==> src/rtl/evtcnt_pkg.sv <==
package evtcnt_pkg;
  localparam int NCNT      = 2;   // counters in the unit
  localparam int SRC_W     = 4;   // source select width
  localparam int MODE_W    = 2;   // interrupt mode width
  localparam int SRC_LSB   = 2;   // source field position
  localparam int MODE_LSB  = 0;
  localparam int BASIC_MAX = 9;   // highest code always available
  localparam int CTRL_OFS  = 0;
  localparam int CFG_BASE  = 4;
  localparam int VAL_BASE  = CFG_BASE + 4 * NCNT;
  localparam int EN_BIT    = 0;
  localparam int CLR_BIT   = 1;

  // descending pairs: counter NCNT-1 at the lowest word
  function automatic int cfg_addr(input int idx);
    return CFG_BASE + 4 * (NCNT - 1 - idx);
  endfunction

  function automatic int val_addr(input int idx);
    return VAL_BASE + 4 * (NCNT - 1 - idx);
  endfunction
endpackage

==> src/rtl/evtcnt_src_mux.sv <==
module evtcnt_src_mux
  import evtcnt_pkg::*;
#(
  parameter int NUM_SRC = 15,
  parameter bit EXT_EN  = 1'b1
) (
  input  logic               clk,
  input  logic               rst,
  input  logic [SRC_W-1:0]   sel,
  input  logic [NUM_SRC-1:0] evt,
  output logic               hit
);
  localparam int PAD_N = 1 << SRC_W;

  logic [PAD_N-1:0] pad;
  logic             code_ok;

  // pad[k] carries the input for code k; code 0 and unused codes read zero
  for (genvar k = 0; k < PAD_N; k++) begin : g_pad
    if (k >= 1 && k <= NUM_SRC) begin : g_src
      assign pad[k] = evt[k-1];
    end else begin : g_none
      assign pad[k] = 1'b0;
    end
  end

  if (EXT_EN) begin : g_ext
    assign code_ok = (sel != '0);
  end else begin : g_basic
    assign code_ok = (sel != '0) && (int'(sel) <= BASIC_MAX);
  end

  assign hit = code_ok && pad[sel];

  // code zero never produces a count request
  p_off_code_r5: assert property (@(posedge clk) disable iff (rst)
    (sel == '0) |-> !hit);

  if (!EXT_EN) begin : g_chk
    // extended codes are inert when the option is off
    p_ext_off_r6: assert property (@(posedge clk) disable iff (rst)
      (int'(sel) > BASIC_MAX) |-> !hit);
  end
endmodule

==> src/rtl/evtcnt_sat_ctr.sv <==
module evtcnt_sat_ctr #(
  parameter int CNT_W = 32
) (
  input  logic             clk,
  input  logic             rst,
  input  logic             ld,
  input  logic [CNT_W-1:0] ld_val,
  input  logic             inc,
  output logic [CNT_W-1:0] q,
  output logic             sat
);
  localparam logic [CNT_W-1:0] ONES = '1;

  always_ff @(posedge clk) begin
    if (rst)
      q <= '0;
    else if (ld)
      q <= ld_val;
    else if (inc && q != ONES)
      q <= q + 1'b1;
  end

  assign sat = (q == ONES);

  // a full counter stays full without a load
  p_no_wrap_r3: assert property (@(posedge clk) disable iff (rst)
    (q == ONES && !ld) |=> (q == ONES));

  // one step per counted cycle below the limit
  p_step_r5: assert property (@(posedge clk) disable iff (rst)
    (!ld && inc && q != ONES) |=> (q == $past(q) + 1'b1));

  // no request, no change
  p_hold_r4: assert property (@(posedge clk) disable iff (rst)
    (!ld && !inc) |=> $stable(q));

  // a load wins over a same-cycle increment
  p_load_r7: assert property (@(posedge clk) disable iff (rst)
    ld |=> (q == $past(ld_val)));
endmodule

==> src/rtl/evt_sat_counter_unit.sv <==
module evt_sat_counter_unit
  import evtcnt_pkg::*;
#(
  parameter int CNT_W   = 32,
  parameter int DATA_W  = 32,
  parameter int ADDR_W  = 5,
  parameter int NUM_SRC = 15,
  parameter bit EXT_EN  = 1'b1
) (
  input  logic               clk,
  input  logic               rst,
  input  logic [ADDR_W-1:0]  reg_addr,
  input  logic               reg_we,
  input  logic [DATA_W-1:0]  reg_wdata,
  input  logic               reg_re,
  output logic [DATA_W-1:0]  reg_rdata,
  input  logic [NUM_SRC-1:0] evt_in,
  output logic               irq_o
);
  localparam int CFG_W = SRC_LSB + SRC_W;

  logic                en_q;
  logic                ctrl_wr;
  logic                clr_all;
  logic [SRC_W-1:0]    src_q  [NCNT];
  logic [MODE_W-1:0]   mode_q [NCNT];
  logic [CNT_W-1:0]    cnt_q  [NCNT];
  logic [NCNT-1:0]     sat_v;
  logic [NCNT-1:0]     irq_v;
  logic [DATA_W-1:0]   rd_next;

  assign ctrl_wr = reg_we && (reg_addr == ADDR_W'(CTRL_OFS));
  assign clr_all = ctrl_wr && reg_wdata[CLR_BIT];

  always_ff @(posedge clk) begin
    if (rst)
      en_q <= 1'b0;
    else if (ctrl_wr)
      en_q <= reg_wdata[EN_BIT];
  end

  for (genvar i = 0; i < NCNT; i++) begin : g_cnt
    logic cfg_wr, val_wr, hit, ld;
    logic [CNT_W-1:0] ld_val;

    assign cfg_wr = reg_we && (reg_addr == ADDR_W'(cfg_addr(i)));
    assign val_wr = reg_we && (reg_addr == ADDR_W'(val_addr(i)));

    always_ff @(posedge clk) begin
      if (rst) begin
        src_q[i]  <= '0;
        mode_q[i] <= '0;
      end else if (cfg_wr) begin
        src_q[i]  <= reg_wdata[SRC_LSB +: SRC_W];
        mode_q[i] <= reg_wdata[MODE_LSB +: MODE_W];
      end
    end

    evtcnt_src_mux #(.NUM_SRC(NUM_SRC), .EXT_EN(EXT_EN)) u_mux (
      .clk (clk),
      .rst (rst),
      .sel (src_q[i]),
      .evt (evt_in),
      .hit (hit)
    );

    assign ld     = clr_all || val_wr;
    assign ld_val = clr_all ? '0 : reg_wdata[CNT_W-1:0];

    evtcnt_sat_ctr #(.CNT_W(CNT_W)) u_ctr (
      .clk    (clk),
      .rst    (rst),
      .ld     (ld),
      .ld_val (ld_val),
      .inc    (en_q && hit),
      .q      (cnt_q[i]),
      .sat    (sat_v[i])
    );

    assign irq_v[i] = sat_v[i] && (mode_q[i] != '0);
  end

  always_comb begin
    rd_next = '0;
    if (reg_addr == ADDR_W'(CTRL_OFS))
      rd_next[EN_BIT] = en_q;
    for (int i = 0; i < NCNT; i++) begin
      if (reg_addr == ADDR_W'(cfg_addr(i)))
        rd_next[CFG_W-1:0] = {src_q[i], mode_q[i]};
      if (reg_addr == ADDR_W'(val_addr(i)))
        rd_next[CNT_W-1:0] = cnt_q[i];
    end
  end

  always_ff @(posedge clk) begin
    if (rst) begin
      reg_rdata <= '0;
      irq_o     <= 1'b0;
    end else begin
      if (reg_re)
        reg_rdata <= rd_next;
      irq_o <= |irq_v;
    end
  end

  // the clear strobe empties both counters on the next edge
  p_clear_r8: assert property (@(posedge clk) disable iff (rst)
    clr_all |=> (cnt_q[0] == '0 && cnt_q[1] == '0));

  // masked modes never raise the interrupt
  p_irq_mask_r9: assert property (@(posedge clk) disable iff (rst)
    (mode_q[0] == '0 && mode_q[1] == '0) |=> !irq_o);

  // with enable low and no writes, counts hold
  p_gate_r4: assert property (@(posedge clk) disable iff (rst)
    (!en_q && !reg_we) |=> ($stable(cnt_q[0]) && $stable(cnt_q[1])));
endmodule

==> config.mk <==
export PLATFORM = sky130hd
export DESIGN_NAME = evt_sat_counter_unit
export DESIGN_NICKNAME = d
export VERILOG_FILES = /design/src/rtl/evtcnt_pkg.sv /design/src/rtl/evtcnt_src_mux.sv /design/src/rtl/evtcnt_sat_ctr.sv /design/src/rtl/evt_sat_counter_unit.sv
export SDC_FILE = /design/constraint.sdc
export NUM_CORES = 1
export LEC_CHECK = 0
export BUFFER_PORTS_ARGS = -buffer_cell sky130_fd_sc_hd__buf_2
export CAP_MARGIN = 5
export CORE_MARGIN = 2
export CORE_UTILIZATION = 53
export CTS_CLUSTER_DIAMETER = 120
export DETAILED_ROUTE_END_ITERATION = 10
export PLACE_DENSITY_LB_ADDON = 0.05
export SETUP_SLACK_MARGIN = 0.1
export SLEW_MARGIN = 30
export SYNTH_ARGS = -nofsm -noshare
export SYNTH_HDL_FRONTEND = slang
export SYNTH_HIERARCHICAL = 1
export SYNTH_SLANG_ARGS = --single-unit
==> constraint.sdc <==
create_clock -name clk -period 2.8 [get_ports clk]
set_input_delay 0.14 -clock clk [delete_from_list [all_inputs] [get_ports clk]]
set_output_delay 0.14 -clock clk [all_outputs]
set_load 0.05 [all_outputs]
==> run_results.csv, run 1 <==
group,metric,value,unit
synthesis,yosysTopAreaCell,"dfxtp_1",
route,routed_via_density,6.46,
placed_design,hpwl,16.9,mm
final_layout,diodes,0,
sta,clock.fmax,0.367,GHz
synthesis,synth.distinct_cells,65,
placed_design,portBuffers,88,
grt,grt_pass1_vias,6243,
die,core,12500,um2
setup_path,r2r_end,"g_cnt[1].u_ctr/q[22]",
hold_path,hold_path.class,"input pin to flop",
setup_path,crit_end,"g_cnt[1].u_ctr/q[22]",
power_and_ir_drop,seq_power_share,47.4,%
route,ant_nets,0,
setup_path,r2r_cells,9,
die,num_rows,41,
setup_path,startpoint,"src_q[1][0]",
sta,max-slew-margin-rel,54.5,%
grt,grt_max_degree,33,
setup_path,crit_fanout,7,
die,dieHeight,117,um
setup_path,cp_data_required_time,3.03,ns
synthesis,ys_ff_latch,110,
clocking,clockBufferDepth,2,
route,routedWlPerCell,21.1,um
clocking,hold_buffers,0,
power_and_ir_drop,pwr-share-clk,43.8,%
die,start_util,53.7,%
power_and_ir_drop,combPwrFrac,8.8,%
die,num_io_pins,89,
placed_design,dpl-instance-area,7450,um2
synthesis,synth_fa_ha_area_share,0.373,%
final_layout,final_cell_mix,"dfxtp_1, buf_2, nor2_1, nand2_1, buf_4",
route,route.detailed.drc,0,
clocking,ctsRootBufferMaster,"clkbuf_16",
setup_path,worst_setup_path_start_kind,"flop",
sta,fin_hold_ws,0.0843,ns
synthesis,synth.top_cell.area_share,29.2,%
synthesis,synth_xor_area_share,1.30,%
final_layout,fin_util,63.0,%
synthesis,synth_flop_cell,"dfxtp_1",
sta,rsz0062_at_grt,"true",
grt,grt_pass1_wl,34.8,mm
outcome,status,"finished, final reports clean",
sta,min_period,2.73,ns
sta,slew_violations,0,
placed_design,place.gp.congestion,0.917,
setup_path,end_kind,"flop",
final_layout,final_common_cell,"dfxtp_1",
grt,overflow,0,
power_and_ir_drop,peakVddDrop,0.000457,V
clocking,cts_tree,"built",
grt,track_usage,33.7,%
route,wl,22.6,mm
synthesis,yosysWarningCount,6,
final_layout,design_area,7880,um2
clocking,path_clk_slew,0.07,ns
route,dr_total_vias,6918,
sta,hold_violations,0,
final_layout,finalNetCount,952,
sta,finalSetupViolCount,0,
power_and_ir_drop,power_density,443,nW/um2
route,first_pass_iters,5,
power_and_ir_drop,leakagePower,0.00270,uW
synthesis,synth_compound_area_share,22.6,%
setup_path,r2r_slack,0.07,ns
final_layout,syn_to_final_growth,17.3,%
power_and_ir_drop,p_sw,794,uW
synthesis,synth_top_family_by_area,"simple AND/OR/NAND/NOR gates",
power_and_ir_drop,internal-power,2700,uW
synthesis,syn_avg_cell_area,8.43,um2
setup_path,path_class,"flop to flop",
synthesis,synthCells,797,
run,drv_cap,0,
grt,antenna_found_initial,0,
synthesis,async_reset_ff_share,0,%
die,chipWidth,117,um
power_and_ir_drop,switching_share,22.7,%
final_layout,final_layout_size_suffix_gt1_share,24.6,%
synthesis,syn-num-nets,855,
synthesis,muxShareOfSynthArea,4.36,%
synthesis,yosysSeqAreaShare,34.6,%
setup_path,arrival,2.95,ns
clocking,h-tree-depth,3,
power_and_ir_drop,power,3490,uW
setup_path,r2r_start,"src_q[1][0]",
sta,fin_tns_setup,0,ns
synthesis,synth-simple-area-share,31.2,%
synthesis,yosys-top-cells-area,"dfxtp_1, edfxtp_1, nor2_1",
synthesis,netlist_area,6720,um2
clocking,clock_latency,0.36,ns
sta,tightest_slew,0.676,ns
sta,fin_crit_sh,97.4,%
die,die_area,13600,um2
clocking,cts_sinks,110,
sta,finalClockSkew,0.00699,ns
synthesis,synth_edf_count,12,
route,dr.first_iter.drc_count,750,
clocking,cts_buffers,9,
[logic make-up after synthesis]
group / after synthesis
compound gates: 214
xor+xnor: 10
fa+ha+maj: 2
buf+inv: 70
flops: 110
mux: 20
simple gates: 371
[power by group through the flow]
stage	sequential [uW]	clock, uW	combinational [uW]
global route	1660	1620	325
detailed placement	1690	0	297
global placement	1690	0	292
finish	1660	1530	307
floorplan	1680	0	186
CTS	1650	1560	298
[how the worst min path moves through the flow]
stage                       start            end  slack [ns]  depth (start not counted)
floorplan            reg_wdata[0]           en_q        0.28                          2
global placement     reg_wdata[0]           en_q        0.43                          3
finish               reg_wdata[0]           en_q        0.08                          3
detailed placement  reg_rdata[27]  reg_rdata[27]        0.44                          2
global route         reg_wdata[0]           en_q        0.09                          3
CTS                  reg_wdata[0]           en_q        0.07                          3
[layout make-up]
class,instances,area (um2)
tap,172,215
multi-input combinational,618,4100
timing repair buffer,139,823
clock inverter,3,90.1
clock buffer,13,270
inverter,16,60.1
sequential,110,2320
fill,1162,4640
[critical path, stage by stage (launching register included)]
cell       delay [ns]
edfxtp_1         0.53
mux2i_1          0.17
mux4_2           0.48
mux2i_1          0.17
and2_4           0.25
buf_4            0.17
nand4_1          0.13
nor3_2           0.22
nor3_1           0.09
a2111oi_1        0.38
[synthesized netlist by cell type, drive strengths merged (9+ instances only)]
master  number
o21ai       61
nand2       69
or3         25
nor3        12
and2        47
and3        16
o31ai       18
a311oi      34
dfxtp       98
nor4         9
edfxtp      12
a211oi      14
a22oi       26
nand4       37
nand3       29
clkbuf      31
mux2i       12
buf         23
a21oi       23
or4         22
nor2        81
inv         16
[through the flow]
step / worst slack [ns] / std cells
4_1_cts: 0.0970 / 1070
3_3_place_gp: 0.104 / 1054
2_1_floorplan: 0.158 / 797
3_5_place_dp: 0.0191 / 1054
5_1_grt: -0.0114 / 1071
6_report: 0.0727 / 1071
[repair_timing]
action | CTS | global route
buffers inserted | 0 | 0
setup endpoints to repair | 24 | 29
gates resized for setup | 4 | 10
gates cloned | 0 | 1
pin swaps | 0 | 1
[state kept, by name, indices dropped and copies added (netlist names)]
name,count
mode_q,4
src_q,8
g_cnt.u_ctr/q,64
reg_rdata,32
irq_o,1
en_q,1
[routing by layer]
metal | GRT usage, % | up-vias | share of wire (%)
li1 | - | 3247 | -
met1 | 49.6 | 3321 | 45
met2 | 50.4 | 312 | 45
met3 | 6.33 | 38 | 7.6
met4 | 9.73 | 0 | 2.1
met5 | 0 | - | 0
No activity file was read; power rests on OpenSTA's default activity.
==> run 2: changes to the inputs <==
--- a/config.mk
+++ b/config.mk
@@ -11,9 +11,9 @@
 export CORE_UTILIZATION = 53
 export CTS_CLUSTER_DIAMETER = 120
 export DETAILED_ROUTE_END_ITERATION = 10
+export MAX_ROUTING_LAYER = met4
 export PLACE_DENSITY_LB_ADDON = 0.05
 export SETUP_SLACK_MARGIN = 0.1
-export SLEW_MARGIN = 30
 export SYNTH_ARGS = -nofsm -noshare
 export SYNTH_HDL_FRONTEND = slang
 export SYNTH_HIERARCHICAL = 1
==> run 2 against run 1 <==
Against the previous run:
- register-to-register slack better by 0.11 ns
- via count rose by 0.81%
- count of clock-buffer cells in the layout unchanged
- clock power fell by 13%
- maximum frequency increased by 4.0%
- core utilization decreased by 0.19 points
- die area is the same
- critical endpoint is now g_cnt[0].u_ctr/q[23]
- global-route usage increased by 0.89 points
- clock skew grew 0.00082 ns
- largest power group unchanged
- setup slack gained 0.11 ns
==> run_results.csv, run 2 (synthesis gave the netlist of run 1 again) <==
group,metric,value,unit
grt,grt_pass1_wl,34.7,mm
grt,track_usage,34.6,%
route,route.detailed.drc,0,
sta,finalSetupViolCount,0,
placed_design,hpwl,16.7,mm
die,start_util,53.7,%
clocking,h-tree-depth,3,
hold_path,hold_path.class,"input pin to flop",
route,dr.first_iter.drc_count,876,
sta,clock.fmax,0.381,GHz
grt,overflow,0,
placed_design,portBuffers,88,
setup_path,worst_setup_path_start_kind,"flop",
sta,tightest_slew,0.636,ns
outcome,status,"finished, final reports clean",
clocking,cts_buffers,9,
clocking,clock_latency,0.36,ns
route,ant_nets,0,
final_layout,syn_to_final_growth,16.9,%
final_layout,final_cell_mix,"dfxtp_1, buf_2, nor2_1, nand2_1, buf_4",
die,dieHeight,117,um
final_layout,multiInputGateArea,4110,um2
sta,finalClockSkew,0.00781,ns
power_and_ir_drop,leakagePower,0.00268,uW
grt,grt_max_degree,61,
clocking,cts_sinks,110,
setup_path,crit_fanout,6,
final_layout,finalNetCount,954,
route,routedWlPerCell,21.0,um
clocking,cts_tree,"built",
final_layout,final_common_cell,"dfxtp_1",
sta,fin_crit_sh,93.6,%
sta,min_period,2.62,ns
final_layout,final_layout_size_suffix_gt1_share,25.0,%
die,num_rows,41,
die,core,12500,um2
sta,slew_violations,0,
clocking,ctsRootBufferMaster,"clkbuf_16",
die,chipWidth,117,um
route,wl,22.5,mm
power_and_ir_drop,power_density,419,nW/um2
setup_path,path_class,"flop to flop",
placed_design,post-place-ws,-0.0216,ns
setup_path,arrival,2.88,ns
setup_path,critPathSlowestCell,"or4_1",
final_layout,top_register,"g_cnt.u_ctr/q",
run,drv_cap,0,
grt,grt_pass1_vias,6275,
power_and_ir_drop,peakVddDrop,0.000442,V
route,routed_via_density,6.50,
sta,hold_violations,0,
route,dr_total_vias,6974,
sta,rsz0062_at_grt,"true",
clocking,hold_buffers,0,
setup_path,cpPeakStageDelay,0.66,ns
final_layout,n_fill_cell,1156,
clocking,path_clk_slew,0.07,ns
final_layout,design_area,7860,um2
route,first_pass_iters,5,
setup_path,cp_data_required_time,3.06,ns
hold_path,min_path_cells,2,
final_layout,seqCellArea,2320,um2
sta,max-slew-margin-rel,57.2,%
final_layout,reg_top3,"g_cnt.u_ctr/q: 64 flops, reg_rdata: 32 flops, src_q: 8 flops",
die,num_io_pins,89,
placed_design,dpl-instance-area,7470,um2
die,die_area,13600,um2
placed_design,place.gp.congestion,0.957,
final_layout,diodes,0,
final_layout,largest_reg_flops,64,
power_and_ir_drop,power,3290,uW
setup_path,r2r_cells,6,
clocking,clockBufferDepth,2,
setup_path,end_kind,"flop",
grt,antenna_found_initial,0,
sta,fin_ws,0.178,ns
setup_path,path_cells,"nand4_2 -> or4_1 -> o31ai_2 -> buf_4 -> o31ai_1 -> a311oi_1",
## run 2: routing by layer
metal | vias to the layer above | wire length, um | part of all wire (%) | track usage, %
met5 | - | 0 | 0 | -
met4 | 0 | 371 | 1.6 | 6.90
met2 | 339 | 10300 | 45 | 51.5
li1 | 3242 | - | - | -
met3 | 27 | 1970 | 8.8 | 5.35
met1 | 3366 | 9930 | 44 | 50.1
## run 2: metrics by stage
stage / util (%) / hold WS [ns] / TNS, ns / std cells
2_1_floorplan: - / 0.285 / 0 / 797
3_3_place_gp: 59.7 / 0.431 / 0 / 1054
3_5_place_dp: 59.7 / 0.441 / -0.0216 / 1054
4_1_cts: 62.1 / 0.0754 / 0 / 1070
5_1_grt: 62.8 / 0.0826 / 0 / 1073
6_report: 62.8 / 0.0826 / 0 / 1073
## run 2: worst max-delay path: cells and delay by family (launching register included)
| family | cells | cell delay [ns] |
|---|---|---|
| DFF | 1 | 0.51 |
| AOI/OAI and AO/OA | 3 | 0.94 |
| buffers and inverters | 1 | 0.24 |
| and+or+nand+nor | 2 | 0.84 |
## run 2: final cells by class
type	count	area share (%)
Multi-Input combinational cell	618	52.3
Sequential cell	110	29.6
Timing Repair Buffer	141	10.8
Clock buffer	13	3.31
Tap cell	172	2.74
Inverter	16	0.764
Clock inverter	3	0.541
## run 2: final timing paths
check / start / endpoint / slack [ns]
setup / recovery: g_cnt[0].u_ctr/q[9] / g_cnt[0].u_ctr/q[23] / 0.18
hold / removal: reg_wdata[3] / src_q[0][1] / 0.08
setup reg to reg: g_cnt[0].u_ctr/q[9] / g_cnt[0].u_ctr/q[23] / 0.18
hold reg to reg: reg_rdata[9] / reg_rdata[9] / 0.45
## run 2: report_power, final
group,total (uW),switching [uW],internal (uW)
combinational,307,174,134
clock,1330,590,743
sequential,1650,36.4,1620
## run 2: repair_timing
action | in CTS | in global routing
setup buffers | 0 | 2
resized for setup | 3 | 14
setup endpoints to repair | 18 | 34
cloned | 0 | 1
==> run 3: changes to the inputs <==
--- a/config.mk
+++ b/config.mk
@@ -8,7 +8,7 @@
 export BUFFER_PORTS_ARGS = -buffer_cell sky130_fd_sc_hd__buf_2
 export CAP_MARGIN = 5
 export CORE_MARGIN = 2
-export CORE_UTILIZATION = 53
+export CORE_UTILIZATION = 55
 export CTS_CLUSTER_DIAMETER = 120
 export DETAILED_ROUTE_END_ITERATION = 10
 export MAX_ROUTING_LAYER = met4
==> constraint.sdc (replaced) <==
create_clock -name clk -period 2.95 [get_ports clk]
set_input_delay 0.1475 -clock clk [delete_from_list [all_inputs] [get_ports clk]]
set_output_delay 0.1475 -clock clk [all_outputs]
set_load 0.05 [all_outputs]
==> run 3 against run 2 <==
Against the previous run:
- sequential cell count stayed put
- wire length is 0.16% lower
- total power is 8.4% lower
- non-clock buffer count is 11 lower
- sequential share of layout area is 0.87 points higher
- count of clock-buffer cells in the layout is 2 lower
- critical path depth is 2 higher
- final cell count is 3.4% lower
- register-to-register slack better by 0.05 ns
- via count is 0.10% higher
- global-route usage is 0.71 points higher
- sequential power is 5% lower
- critical endpoint is now g_cnt[1].u_ctr/q[10]
==> run_results.csv, run 3 (synthesis gave the netlist of run 1 again) <==
group,metric,value,unit
outcome,status,"finished, final reports clean",
sta,min_period,2.72,ns
setup_path,end_kind,"flop",
setup_path,cp_data_required_time,3.22,ns
clocking,hold_buffers,0,
placed_design,post-place-ws,0.0879,ns
grt,overflow,0,
route,ant_nets,0,
setup_path,path_common_cell,"mux2i_1",
setup_path,cpPeakStageDelay,0.55,ns
grt,antenna_found_initial,0,
sta,fin_ws,0.228,ns
die,chipWidth,115,um
sta,fin_tns_setup,0,ns
placed_design,dp_cells,1016,
final_layout,top_register,"g_cnt.u_ctr/q",
final_layout,seqCellArea,2320,um2
clocking,cts_buffers,9,
route,route.detailed.drc,0,
route,routedWlPerCell,21.7,um
grt,grt_pass1_wl,34.5,mm
final_layout,reg_top3,"g_cnt.u_ctr/q: 64 flops, reg_rdata: 32 flops, src_q: 8 flops",
sta,slew_violations,0,
final_layout,final_layout_size_suffix_gt1_share,22.8,%
power_and_ir_drop,leakagePower,0.00259,uW
clocking,clock_latency,0.36,ns
sta,rsz0062_at_grt,"false",
final_layout,design_area,7630,um2
die,die_area,13100,um2
final_layout,diodes,0,
placed_design,dpl-instance-area,7330,um2
placed_design,place.gp.congestion,0.988,
setup_path,path_cells,"mux2i_1 -> mux4_2 -> mux2i_1 -> and2_2 -> o31ai_4 -> buf_4 -> or4_1 -> a311oi_1",
final_layout,final_common_cell,"dfxtp_1",
final_layout,finalNetCount,942,
final_layout,fin_cells,1036,
route,dr.first_iter.drc_count,909,
sta,fin_hold_ws,0.0756,ns
sta,finalSetupViolCount,0,
sta,finalClockSkew,0.00753,ns
grt,track_usage,35.3,%
final_layout,syn_to_final_growth,13.6,%
route,dr_total_vias,6981,
clocking,h-tree-depth,3,
sta,hold_violations,0,
clocking,clockBufferDepth,2,
route,wl,22.5,mm
placed_design,hpwl,16.7,mm
final_layout,multiInputGateArea,4040,um2
die,dieHeight,115,um
route,first_pass_iters,6,
clocking,path_clk_slew,0.07,ns
final_layout,largest_reg_flops,64,
grt,grt_pass1_vias,6175,
setup_path,path_class,"flop to flop",
hold_path,hold_path.class,"input pin to flop",
clocking,ctsRootBufferMaster,"clkbuf_16",
final_layout,n_fill_cell,1066,
run,drv_cap,0,
route,routed_via_density,6.74,
placed_design,portBuffers,88,
sta,tightest_slew,0.863,ns
die,core,12000,um2
power_and_ir_drop,power_density,395,nW/um2
die,num_io_pins,89,
final_layout,final_cell_mix,"dfxtp_1, buf_2, nor2_1, nand2_1, o21ai_0",
setup_path,crit_fanout,12,
setup_path,worst_setup_path_start_kind,"flop",
setup_path,critPathSlowestCell,"edfxtp_1",
sta,max-slew-margin-rel,42.3,%
setup_path,arrival,2.99,ns
clocking,cts_sinks,110,
die,start_util,56.2,%
grt,grt_max_degree,51,
power_and_ir_drop,peakVddDrop,0.000302,V
clocking,cts_tree,"built",
sta,clock.fmax,0.367,GHz
die,num_rows,40,
setup_path,critPathBufInv,1,
sta,fin_crit_sh,92.3,%
setup_path,cp_top_family,"multiplexers",
==> run 3: cell types whose count changed in the layout (fill, tap and decap cells not counted), sizes merged <==
cell,delta
buf,-11
bufinv,-1
clkbuf,-2
clkinv,+1
clkinvlp,+2
o31ai,-1
==> run 3: worst min-delay path, stage by stage <==
cell	delay, ns
buf_2	0.12
nand3_1	0.06
a21oi_1	0.05
==> run 3: path summary, 6_finish.rpt <==
path,startpoint,to,slack (ns),depth (start not counted)
worst max-delay path,src_q[1][0],g_cnt[1].u_ctr/q[10],0.23,8
worst min-delay path,reg_wdata[0],en_q,0.08,3
worst max register to register,src_q[1][0],g_cnt[1].u_ctr/q[10],0.23,8
worst min register to register,reg_rdata[3],reg_rdata[3],0.46,2
==> run 3: area by class of cell <==
class	instances	area share [%]
clock buffers	11	3.05
clock inverters	5	0.475
inverters	16	0.787
multi-input cells	617	52.9
flip-flops and latches	110	30.4
well taps	147	2.41
repair buffers	130	9.90
==> run 3: through the flow <==
stage | util [%] | total power [uW]
2_1_floorplan | - | 1770
3_3_place_gp | 61.2 | 1880
3_5_place_dp | 61.2 | 1880
4_1_cts | 63.5 | 3020
5_1_grt | 63.8 | 3100
6_report | 63.8 | 3020
==> run 3: per-layer routing <==
metal	wire [um]	vias up	GRT usage [%]	share of wire (%)
met5	0	-	-	0
met4	360	0	8.29	1.6
met3	2430	30	7.04	11
met2	9930	378	50.1	44
met1	9780	3349	51.6	43
li1	-	3224	-	-
==> run 3: report_power, final <==
| group | total [uW] | internal [uW] | switching (uW) |
|---|---|---|---|
| combinational | 285 | 122 | 163 |
| clock | 1160 | 575 | 585 |
| sequential | 1570 | 1530 | 38.0 |
| total | 3020 | 2230 | 786 |
==> run 3: timing repair <==
action                     4_1_cts  5_1_grt
hold endpoints to repair         0        0
pin swaps                        0        2
setup endpoints to repair        3       19
gates resized for setup          1        4
setup buffers                    0        4
